==> src/rtl/intc_pkg.sv <==
package intc_pkg;
    localparam int unsigned SRC_LINES = 32;
    localparam int unsigned SUB_LINES = 11;
    localparam int unsigned NUM_GRP   = 4;

    localparam int unsigned GRP_LO     [NUM_GRP] = '{0, 3, 6, 9};
    localparam int unsigned GRP_CNT    [NUM_GRP] = '{3, 3, 3, 2};
    localparam int unsigned GRP_PARENT [NUM_GRP] = '{28, 23, 15, 31};

    localparam logic [SRC_LINES-1:0] RSVD_LINES = 32'h0100_0040;

    typedef enum logic [2:0] {
        RA_SRCPEND = 3'd0,
        RA_MASK    = 3'd1,
        RA_MODE    = 3'd2,
        RA_SERVE   = 3'd3,
        RA_OFFSET  = 3'd4,
        RA_SUBPEND = 3'd5,
        RA_SUBMASK = 3'd6
    } reg_addr_e;

    typedef enum logic {
        ST_IDLE  = 1'b0,
        ST_SERVE = 1'b1
    } serve_state_e;

    function automatic logic [SUB_LINES-1:0] grp_bits(int unsigned g);
        logic [SUB_LINES-1:0] m;
        m = '0;
        for (int i = 0; i < int'(SUB_LINES); i++)
            if (i >= int'(GRP_LO[g]) && i < int'(GRP_LO[g] + GRP_CNT[g]))
                m[i] = 1'b1;
        return m;
    endfunction

    function automatic logic [SRC_LINES-1:0] parent_bits();
        logic [SRC_LINES-1:0] m;
        m = '0;
        for (int g = 0; g < int'(NUM_GRP); g++)
            m[GRP_PARENT[g]] = 1'b1;
        return m;
    endfunction

    function automatic logic [$clog2(SRC_LINES)-1:0] first_set(logic [SRC_LINES-1:0] v);
        logic [$clog2(SRC_LINES)-1:0] r;
        r = '0;
        for (int i = int'(SRC_LINES) - 1; i >= 0; i--)
            if (v[i]) r = i[$clog2(SRC_LINES)-1:0];
        return r;
    endfunction
endpackage

==> src/rtl/intc_pend_latch.sv <==
module intc_pend_latch #(
    parameter int unsigned W = 32
) (
    input  logic         clk,
    input  logic         rst_n,
    input  logic [W-1:0] line_i,
    input  logic [W-1:0] clr_i,
    output logic [W-1:0] pend_o
);
    logic [W-1:0] line_q;
    logic [W-1:0] rise;

    assign rise = line_i & ~line_q;

    always_ff @(posedge clk) begin
        if (!rst_n) begin
            line_q <= '0;
            pend_o <= '0;
        end else begin
            line_q <= line_i;
            pend_o <= (pend_o & ~clr_i) | rise;
        end
    end


    edge_sets_chk: assert property (@(posedge clk) disable iff (!rst_n)
        (rise != '0) |=> ((pend_o & $past(rise)) == $past(rise)));


    w1c_clears_chk: assert property (@(posedge clk) disable iff (!rst_n)
        (clr_i != '0) |=> ((pend_o & $past(clr_i & ~rise)) == '0));
endmodule

==> src/rtl/intc_sub_fold.sv <==
module intc_sub_fold
    import intc_pkg::*;
#(
    parameter int unsigned SRC_W = SRC_LINES,
    parameter int unsigned SUB_W = SUB_LINES
) (
    input  logic [SUB_W-1:0] sub_pend_i,
    input  logic [SUB_W-1:0] sub_mask_i,
    input  logic [SRC_W-1:0] req_i,
    output logic [SRC_W-1:0] line_o
);
    localparam logic [SRC_W-1:0] PARENTS = parent_bits();

    logic [NUM_GRP-1:0]   grp_on;
    logic [SUB_W-1:0]     live;

    assign live = sub_pend_i & ~sub_mask_i;

    for (genvar g = 0; g < NUM_GRP; g++) begin : g_grp
        localparam logic [SUB_W-1:0] BITS = grp_bits(g);
        assign grp_on[g] = |(live & BITS);
    end

    always_comb begin
        line_o = req_i & ~PARENTS & ~RSVD_LINES;
        for (int g = 0; g < int'(NUM_GRP); g++)
            line_o[GRP_PARENT[g]] = grp_on[g];
    end
endmodule

==> src/rtl/intc_serve_fsm.sv <==
module intc_serve_fsm
    import intc_pkg::*;
#(
    parameter int unsigned N = SRC_LINES,
    localparam int unsigned IW = $clog2(N)
) (
    input  logic          clk,
    input  logic          rst_n,
    input  logic [N-1:0]  cand_i,
    input  logic [N-1:0]  clr_i,
    output logic [N-1:0]  serve_o,
    output logic [IW-1:0] idx_o,
    output logic          busy_o
);
    serve_state_e state, state_nx;
    logic [IW-1:0] pick;
    logic          retire;

    assign pick   = first_set(cand_i);
    assign retire = (clr_i & serve_o) != '0;

    always_comb begin
        state_nx = state;
        unique case (state)
            ST_IDLE:  if (cand_i != '0) state_nx = ST_SERVE;
            ST_SERVE: if (retire)       state_nx = ST_IDLE;
            default:                    state_nx = ST_IDLE;
        endcase
    end

    always_ff @(posedge clk) begin
        if (!rst_n) state <= ST_IDLE;
        else        state <= state_nx;
    end

    always_ff @(posedge clk) begin
        if (!rst_n) begin
            serve_o <= '0;
            idx_o   <= '0;
        end else if (state == ST_IDLE && state_nx == ST_SERVE) begin
            serve_o <= {{(N-1){1'b0}}, 1'b1} << pick;
            idx_o   <= pick;
        end else if (state == ST_SERVE && state_nx == ST_IDLE) begin
            serve_o <= '0;
            idx_o   <= '0;
        end
    end

    assign busy_o = (state == ST_SERVE);


    one_served_chk: assert property (@(posedge clk) disable iff (!rst_n)
        $onehot0(serve_o));


    no_preempt_chk: assert property (@(posedge clk) disable iff (!rst_n)
        (busy_o && !retire) |=> $stable(serve_o));


    arm_chk: assert property (@(posedge clk) disable iff (!rst_n)
        (!busy_o && cand_i != '0) |=> busy_o);
endmodule

==> src/rtl/cascade_intc.sv <==
module cascade_intc
    import intc_pkg::*;
#(
    parameter int unsigned NUM_SRC = SRC_LINES,
    parameter int unsigned NUM_SUB = SUB_LINES,
    localparam int unsigned IDX_W  = $clog2(NUM_SRC)
) (
    input  logic               clk,
    input  logic               rst_n,
    input  logic [NUM_SRC-1:0] irq_req,
    input  logic [NUM_SUB-1:0] sub_req,
    input  logic [2:0]         bus_addr,
    input  logic               bus_we,
    input  logic [31:0]        bus_wdata,
    output logic [31:0]        bus_rdata,
    output logic               irq_o,
    output logic               fiq_o,
    output logic [IDX_W-1:0]   serve_idx
);
    logic [NUM_SRC-1:0] mask_q, mode_q, src_pend, serve_bits, line_eff;
    logic [NUM_SRC-1:0] src_clr, serve_clr, cand;
    logic [NUM_SUB-1:0] sub_mask_q, sub_pend, sub_clr;

    always_comb begin
        src_clr   = '0;
        serve_clr = '0;
        sub_clr   = '0;
        if (bus_we) begin
            if (bus_addr == RA_SRCPEND) src_clr   = bus_wdata[NUM_SRC-1:0];
            if (bus_addr == RA_SERVE)   serve_clr = bus_wdata[NUM_SRC-1:0];
            if (bus_addr == RA_SUBPEND) sub_clr   = bus_wdata[NUM_SUB-1:0];
        end
    end

    always_ff @(posedge clk) begin
        if (!rst_n) begin
            mask_q     <= '1;
            mode_q     <= '0;
            sub_mask_q <= '1;
        end else if (bus_we) begin
            if (bus_addr == RA_MASK)    mask_q     <= bus_wdata[NUM_SRC-1:0];
            if (bus_addr == RA_MODE)    mode_q     <= bus_wdata[NUM_SRC-1:0];
            if (bus_addr == RA_SUBMASK) sub_mask_q <= bus_wdata[NUM_SUB-1:0];
        end
    end

    intc_pend_latch #(.W(NUM_SUB)) u_sub_pend (
        .clk(clk), .rst_n(rst_n), .line_i(sub_req), .clr_i(sub_clr), .pend_o(sub_pend)
    );

    intc_sub_fold #(.SRC_W(NUM_SRC), .SUB_W(NUM_SUB)) u_fold (
        .sub_pend_i(sub_pend), .sub_mask_i(sub_mask_q), .req_i(irq_req), .line_o(line_eff)
    );

    intc_pend_latch #(.W(NUM_SRC)) u_src_pend (
        .clk(clk), .rst_n(rst_n), .line_i(line_eff), .clr_i(src_clr), .pend_o(src_pend)
    );

    assign cand  = src_pend & ~mask_q & ~mode_q;
    assign fiq_o = |(src_pend & ~mask_q & mode_q);

    intc_serve_fsm #(.N(NUM_SRC)) u_serve (
        .clk(clk), .rst_n(rst_n), .cand_i(cand), .clr_i(serve_clr),
        .serve_o(serve_bits), .idx_o(serve_idx), .busy_o(irq_o)
    );

    always_comb begin
        bus_rdata = '0;
        case (bus_addr)
            RA_SRCPEND: bus_rdata[NUM_SRC-1:0] = src_pend;
            RA_MASK:    bus_rdata[NUM_SRC-1:0] = mask_q;
            RA_MODE:    bus_rdata[NUM_SRC-1:0] = mode_q;
            RA_SERVE:   bus_rdata[NUM_SRC-1:0] = serve_bits;
            RA_OFFSET:  bus_rdata[IDX_W-1:0]   = serve_idx;
            RA_SUBPEND: bus_rdata[NUM_SUB-1:0] = sub_pend;
            RA_SUBMASK: bus_rdata[NUM_SUB-1:0] = sub_mask_q;
            default:    bus_rdata = '0;
        endcase
    end


    rsvd_quiet_chk: assert property (@(posedge clk) disable iff (!rst_n)
        (src_pend & RSVD_LINES) == '0);


    no_fast_route_chk: assert property (@(posedge clk) disable iff (!rst_n)
        (mode_q == '0) |-> !fiq_o);


    sub_kept_chk: assert property (@(posedge clk) disable iff (!rst_n)
        (sub_clr == '0) |=> ((sub_pend & $past(sub_pend)) == $past(sub_pend)));
endmodule

==> config.mk <==
export PLATFORM = sky130hd
export DESIGN_NAME = cascade_intc
export DESIGN_NICKNAME = d
export VERILOG_FILES = /design/src/rtl/intc_pkg.sv /design/src/rtl/intc_pend_latch.sv /design/src/rtl/intc_sub_fold.sv /design/src/rtl/intc_serve_fsm.sv /design/src/rtl/cascade_intc.sv
export SDC_FILE = /design/constraint.sdc
export NUM_CORES = 1
export LEC_CHECK = 0
export ABC_AREA = 1
export BUFFER_PORTS_ARGS = -buffer_cell sky130_fd_sc_hd__buf_2
export CAP_MARGIN = 20
export CORE_ASPECT_RATIO = 1.25
export CORE_UTILIZATION = 36
export CTS_BUF_LIST = sky130_fd_sc_hd__clkbuf_4
export DETAILED_ROUTE_END_ITERATION = 10
export HOLD_SLACK_MARGIN = 0.06
export MAX_ROUTING_LAYER = met4
export PLACE_DENSITY = 0.53
export SLEW_MARGIN = 5
export SYNTH_ARGS = -nofsm -noshare
export SYNTH_HDL_FRONTEND = slang
export SYNTH_SLANG_ARGS = --single-unit
export TNS_END_PERCENT = 5
==> constraint.sdc <==
create_clock -name clk -period 2.69 [get_ports clk]
set_input_delay 0.538 -clock clk [delete_from_list [all_inputs] [get_ports clk]]
set_output_delay 0.538 -clock clk [all_outputs]
set_load 0.01 [all_outputs]
## Yosys cells after proc, flatten, opt, wreduce, memory -nomap -nowiden

Cells that the tools add are included.

- Bits in registers: 199
- Logic and storage cells: 100

- Reduce and logical (&&, ||, !) cells: 14
- Bitwise operators: 20
- Eq/ne operators: 6
- Shifts and indexed selects: 1
- Multiplexer cells: 48

Operators by type and width:

| cell | number |
|---|---|
| bitwise AND 32 bit | 6 |
| 2-to-1 mux 32 bit | 6 |
| 2-to-1 mux 5 bit | 34 |
| NOT 32 bit | 4 |
| one-hot mux 21 bit (4 select lines) | 1 |
| nonzero test 32 bit | 2 |
| one-hot mux 6 bit (6 select lines) | 1 |
| one-hot mux 5 bit (7 select lines) | 1 |
| bitwise AND 11 bit | 3 |
| NOT 11 bit | 3 |
| bitwise OR 32 bit | 1 |
| OR reduction 32 bit | 1 |
| left shift 1 x 5 -> 32 bit, first input constant | 1 |
| 2-to-1 mux 11 bit | 2 |
| bitwise OR 11 bit | 1 |
| equality test 3 bit, second input constant | 3 |
| OR reduction 3 bit | 3 |
| equality test 3 x 2 -> 1 bit, second input constant | 2 |
| AND reduction 2 bit | 3 |
| equality test 3 x 1 -> 1 bit, second input constant | 1 |
| logical NOT 3 bit | 1 |
| logical AND 1 bit | 2 |
| 2-to-1 mux 1 bit | 2 |
| NOT 1 bit | 2 |
| other kinds (3) | 3 |

## Logic depth before layout (Yosys ltp)

- Depth in word-level cells: 37
- Depth in mapped cells: 37
- Gate-level depth less buffers: 37

## By module

Synthesis repeated with hierarchy kept, for this count alone.

- Cells, all modules: 1571
- Area, all modules: 10182.3 sq um

By module, submodules not included:

| module | times used | sequential area each (sq um) | area an instance (sq um) | cells each |
|---|---|---|---|---|
| cascade_intc | 1 | 1501.4 | 4654.5 | 783 |
| intc_pend_latch at u_src_pend | 1 | 1281.2 | 2290.9 | 299 |
| intc_serve_fsm | 1 | 760.7 | 2118.3 | 332 |
| intc_pend_latch at u_sub_pend | 1 | 440.4 | 802.0 | 103 |
| intc_sub_fold | 1 | 0.0 | 316.6 | 54 |

## Worst setup path after synthesis

Ideal clock, no wire load.

- Path type: input -> register
- Start point: in bus_addr[1]
- End point: reg u_serve.serve_o[10]
- Data required time: 2.558 ns
- Path buffers: 2
- Stages: 14
- Data arrival time: 2.314 ns
- Path slack: 0.244 ns
- Cell sequence: inv_2 nor3_1 clkbuf_1 nand4_1 o21ai_1 nor2_1 and3_1 a41oi_1 nand2_1 nand2_1 inv_2 clkbuf_1 nand2_1 a21oi_1

- Word-level cells in the longest chain between the ends: 10
- Elaborated cells on any way between the ends: 12
- Classes of those cells: eq/ne: 1; mux: 5; bitwise: 2; reduce/logical: 4

Ends and longest elaborated chain:

| what | line | RTL |
|---|---|---|
| from (decl) | cascade_intc.sv:12 | `input logic [2:0] bus_addr,` |
| equality test 3 x 2 -> 1 bit * | cascade_intc.sv:30 | `if (bus_addr == RA_SERVE) serve_clr = bus_wdata[NUM_SRC-1:0];` |
| 2-to-1 mux 32 bit * | cascade_intc.sv:30 |  |
| 2-to-1 mux 32 bit * | cascade_intc.sv:28 | `if (bus_we) begin` |
| bitwise AND 32 bit * | intc_serve_fsm.sv:20 | `assign retire = (clr_i & serve_o) != '0;` |
| nonzero test 32 bit * | intc_serve_fsm.sv:20 |  |
| 2-to-1 mux 1 bit * | intc_serve_fsm.sv:26 | `ST_SERVE: if (retire) state_nx = ST_IDLE;` |
| one-hot mux 1 bit (2 select lines) * | intc_serve_fsm.sv:24 | `unique case (state)` |
| NOT 1 bit | intc_serve_fsm.sv:43 | `end else if (state == ST_SERVE && state_nx == ST_IDLE) begin` |
| logical AND 1 bit | intc_serve_fsm.sv:43 |  |
| nonzero test 2 bit (no line) | n/a |  |
| to (signal assigned) | intc_serve_fsm.sv:41 | `serve_o <= {{(N-1){1'b0}}, 1'b1} << pick;` |
| to (decl) | intc_serve_fsm.sv:11 | `output logic [N-1:0] serve_o,` |

Every way passes the cells marked *; elsewhere a longest branch is shown, timed or not.
A chain may end at the register's enable or synchronous reset.

## Worst setup path after layout

- Start point: reg mode_q[28]
- End point: reg u_serve.serve_o[28]

- Word-level cells in the longest chain between the ends: 33
- Elaborated cells on any way between the ends: 40
- Classes of those cells: shift: 1; mux: 32; bitwise: 3; reduce/logical: 4

Ends and longest elaborated chain:

| what | line | RTL |
|---|---|---|
| from (decl) | cascade_intc.sv:20 | `logic [NUM_SRC-1:0] mask_q, mode_q, src_pend, serve_bits, line_eff;` |
| from (signal assigned) | cascade_intc.sv:42 | `if (bus_addr == RA_MODE) mode_q <= bus_wdata[NUM_SRC-1:0];` |
| NOT 32 bit * | cascade_intc.sv:59 | `assign cand = src_pend & ~mask_q & ~mode_q;` |
| bitwise AND 32 bit * | cascade_intc.sv:59 |  |
| 2-to-1 mux 5 bit (29 in a row) | intc_pkg.sv:48 | `if (v[i]) r = i[$clog2(SRC_LINES)-1:0];` |
| left shift 1 x 5 -> 32 bit | intc_serve_fsm.sv:41 |  |
| 2-to-1 mux 32 bit | intc_serve_fsm.sv:40 | `end else if (state == ST_IDLE && state_nx == ST_SERVE) begin` |

Marks and branches as above.

==> impl_metrics.toml <==
[critical_path]
endpoint_kind = "flip-flop"
critPathBufInv = 5
required_ps = 3230
critical_path.cell_chain = "inv_1 > nand3_4 > buf_4 > a31oi_1 > o21bai_1 > a31oi_1 > nor2_1 > nor2_1 > nor2_1 > nor2_1 > nor2_1 > o21bai_1 > a31oi_2 > buf_4 > buf_4 > buf_4 > o21bai_4 > nand4_1 > a21oi_1"
start_kind = "flip-flop"
slowest_stage = "dfxtp_1"
cpLargestDelayFamily = "compound AO/OA/AOI/OAI gates"
reg2reg_from = "mode_q[28]"
worstPathMaxFanout = 8
crit_cells = 19
rr_worst_depth = 19
critPathCapture = "u_serve.serve_o[28]"
r2r_setup_slack_ps = -170
worst_path_most_repeated_cell = "nor2_1"
startpoint = "mode_q[28]"
arrival_ps = 3400
path_class = "reg -> reg"
r2r_end = "u_serve.serve_o[28]"
cp_slowest_stage_delay_ps = 350

[routing]
wl_per_cell_um = 18.0
wirelength_mm = 29.8
viasPerCell = 5.29
drt_iter0_drc = 485
via_count = 8762
drc = 0
firstDrtPassIters = 7
antenna_left = 0

[synthesis]
syn_inst = 1161
yosysTopAreaCellShare = 0.448
netlist_area_mm2 = 0.00880
syn_nets = 1242
yosys.area.top_type = "dfxtp_1"
synth.area.top_cells = "dfxtp_1 (45%), nand2_1 (12%), inv_1 (5.1%)"
synth-seq-cells = 197
async_flop_share = 0
avgSynthCellArea_um2 = 7.58
ys.flop_type = "dfxtp_1"
synth.distinct_cells = 41
ys.warnings.count = 0
synth-seq-area-share = 0.448
synth-edff-count = 0

[placement]
dp_hpwl_mm = 21.2
io_buffers = 113
place_ws_ps = -114
place_inst = 1618
routabilityCongestion = 0.863

[sta]
slew_headroom = 0.631
tightest_slew_ps = 554
setup_viol = 33
timing.final.hold_violations = 0
rsz0062_at_grt = "yes"
setup_slack_ps = -166
finalCritPeriodShare = 1.06
slew_violations = 0
fmax_mhz = 350
clock_skew_ps = 23.4
fin_crit_ps = 2860

[die]
io_pins = 120
initial_utilization = 0.369
die_area_mm2 = 0.0251
die_w_um = 142
rows = 63
die_h_um = 177
core_area_mm2 = 0.0239

[power_and_ir_drop]
ir_drop_uv = 255
p_leak_nw = 4.77
totalPowerFinal_mw = 5.76
p_per_area_mw_per_mm2 = 542

[global_routing]
antenna_found_initial = 2
grt_first_pass_wirelength_mm = 46.3
met2_usage = 0.409
grt_max_degree = 84
grt_use_total = 0.251
busiest_layer = "met2"
globalRouteMet1Util = 0.308
use_met3 = 0.0354
grt_pass1_vias = 8345
gr-total-overflow = 0

[hold_path]
holdCritPathClass = "in -> reg"
hold_depth = 3

[final_layout]
final_nets = 1396
fin_cells = 1655
drive_gt1_frac = 0.233
area_delta_synth_final_pct = 20.8

[clock_network]
numCtsBuffers = 17
cts_tree = "yes"
cts.root.buffer_cell = "clkbuf_4"
clockBufferDepth = 2
clock-sinks = 197
htreeDepth = 4
insertion_delay_ps = 620
clk_pin_slew_ps = 180
cts_hold_buf = 0

[flow_run]
drv_cap = 0

[outcome]
status = "complete, but fails checks"
violations = "negative setup slack"
-- repair_timing --
| action | CTS | global route |
|---|---|---|
| pin swaps | 9 | 8 |
| setup endpoints to repair | 33 | 47 |
| setup buffers | 3 | 0 |
| gates resized for setup | 8 | 8 |
-- how the worst min path moves through the flow --
stage | slack (ps) | from | end
after floorplan | 400 | u_src_pend.line_q[31] | u_src_pend.pend_o[31]
after global placement | 400 | u_src_pend.line_q[31] | u_src_pend.pend_o[31]
after detailed placement | 410 | u_src_pend.line_q[31] | u_src_pend.pend_o[31]
after CTS | 70 | irq_req[25] | u_src_pend.line_q[25]
after global routing | 70 | irq_req[19] | u_src_pend.line_q[19]
final | 100 | irq_req[19] | u_src_pend.line_q[19]
-- worst register-to-register path: cells and delay by family, from the launching register on --
kind	cells	cell delay, ps
AND/OR/NAND/NOR	7	590
flip-flops	1	350
buffers and inverters	5	670
AO/OA/AOI/OAI	7	1190
-- cell usage in the layout, fill, tap and decap left out, drive strengths merged --
| master | count |
|---|---|
| nand2 | 289 |
| buf | 199 |
| dfxtp | 197 |
| inv | 147 |
| o21ai | 86 |
| nand3 | 81 |
| a21oi | 71 |
| o22ai | 54 |
| o221ai | 43 |
| nor2 | 37 |
| o2111ai | 21 |
| clkbuf | 17 |
| nand4 | 17 |
| o211ai | 12 |
| nor3 | 11 |
| clkinv | 10 |
| a221oi | 9 |
| nor4 | 4 |
| clkinvlp | 4 |
| nand3b | 4 |
| a31oi | 4 |
| o21bai | 3 |
| diode | 2 |
| a311oi | 2 |
| and3 | 1 |
| a41oi | 1 |
| o31ai | 1 |
| a2111o | 1 |
| a211oi | 1 |
| a32o | 1 |
-- state kept, by name (all words and copies together), names as in the netlist --
| signal | cells |
|---|---|
| u_sub_pend.line_q | 11 |
| sub_mask_q | 11 |
| u_src_pend.pend_o | 32 |
| u_serve.busy_o | 1 |
| mode_q | 32 |
| mask_q | 32 |
| u_serve.idx_o | 5 |
| u_serve.serve_o | 32 |
| u_sub_pend.pend_o | 11 |
| u_src_pend.line_q | 30 |
-- routing by layer --
metal / vias to the layer above / routed length [µm]
li1: 4320 / -
met1: 4120 / 13100
met2: 262 / 14300
met3: 60 / 1330
met4: 0 / 1080
met5: - / 0
-- final cells by class --
cell class	instances	area (µm²)
diodes	2	5.00
clock buffers	17	128
clock inverters	15	124
fillers	2504	13300
inverters	146	553
multi-input cells	754	4120
flip-flops and latches	197	3950
well taps	325	407
repair buffers	199	1350
-- stage by stage --
stage | area [µm²] | utilization | hold WS, ps | TNS, ps
after floorplan | 8800 | - | 399 | 0
after CTS | 10600 | 0.444 | 73.1 | -4420
after detailed placement | 10300 | 0.431 | 413 | -2370
final | 10600 | 0.445 | 100 | -2990
after global placement | 10300 | 0.431 | 404 | -2430
after global routing | 10600 | 0.445 | 67.6 | -16150
-- synthesized netlist by cell type, types with 2 or more instances --
| cell | n |
|---|---|
| nor4_1 | 4 |
| a21oi_1 | 71 |
| nor2_4 | 4 |
| nand3b_1 | 3 |
| a31oi_1 | 3 |
| a311oi_1 | 2 |
| nand3_2 | 19 |
| o211ai_1 | 12 |
| o2111ai_1 | 21 |
| nand3_1 | 57 |
| o21ai_1 | 4 |
| buf_2 | 5 |
| nor2_2 | 4 |
| nand3_4 | 5 |
| nand2_1 | 285 |
| o21ai_0 | 82 |
| nor2_1 | 29 |
| nand2_2 | 3 |
| a221oi_1 | 9 |
| clkbuf_1 | 58 |
| dfxtp_1 | 197 |
| o21bai_1 | 2 |
| nand4_1 | 16 |
| clkinv_1 | 3 |
| o221ai_1 | 43 |
| inv_2 | 24 |
| inv_1 | 119 |
| nor3_1 | 11 |
| o22ai_1 | 54 |
-- logic make-up (layout without fill, tap and decap cells) --
group                  Yosys count  in the layout  share of synthesized area
flip-flops                     197            197                      0.448
other                            0              2                          0
AND/OR/NAND/NOR                444            444                      0.237
buffers and inverters          210            377                     0.0903
AO/OA/AOI/OAI                  310            310                      0.225
-- power breakdown --
group | internal [mW] | switching [mW] | total (mW)
registers | 3.07 | 0.103 | 3.17
logic | 0.403 | 0.675 | 1.08
clock network | 0.391 | 1.12 | 1.51
No activity file was read; power rests on OpenSTA's default activity.
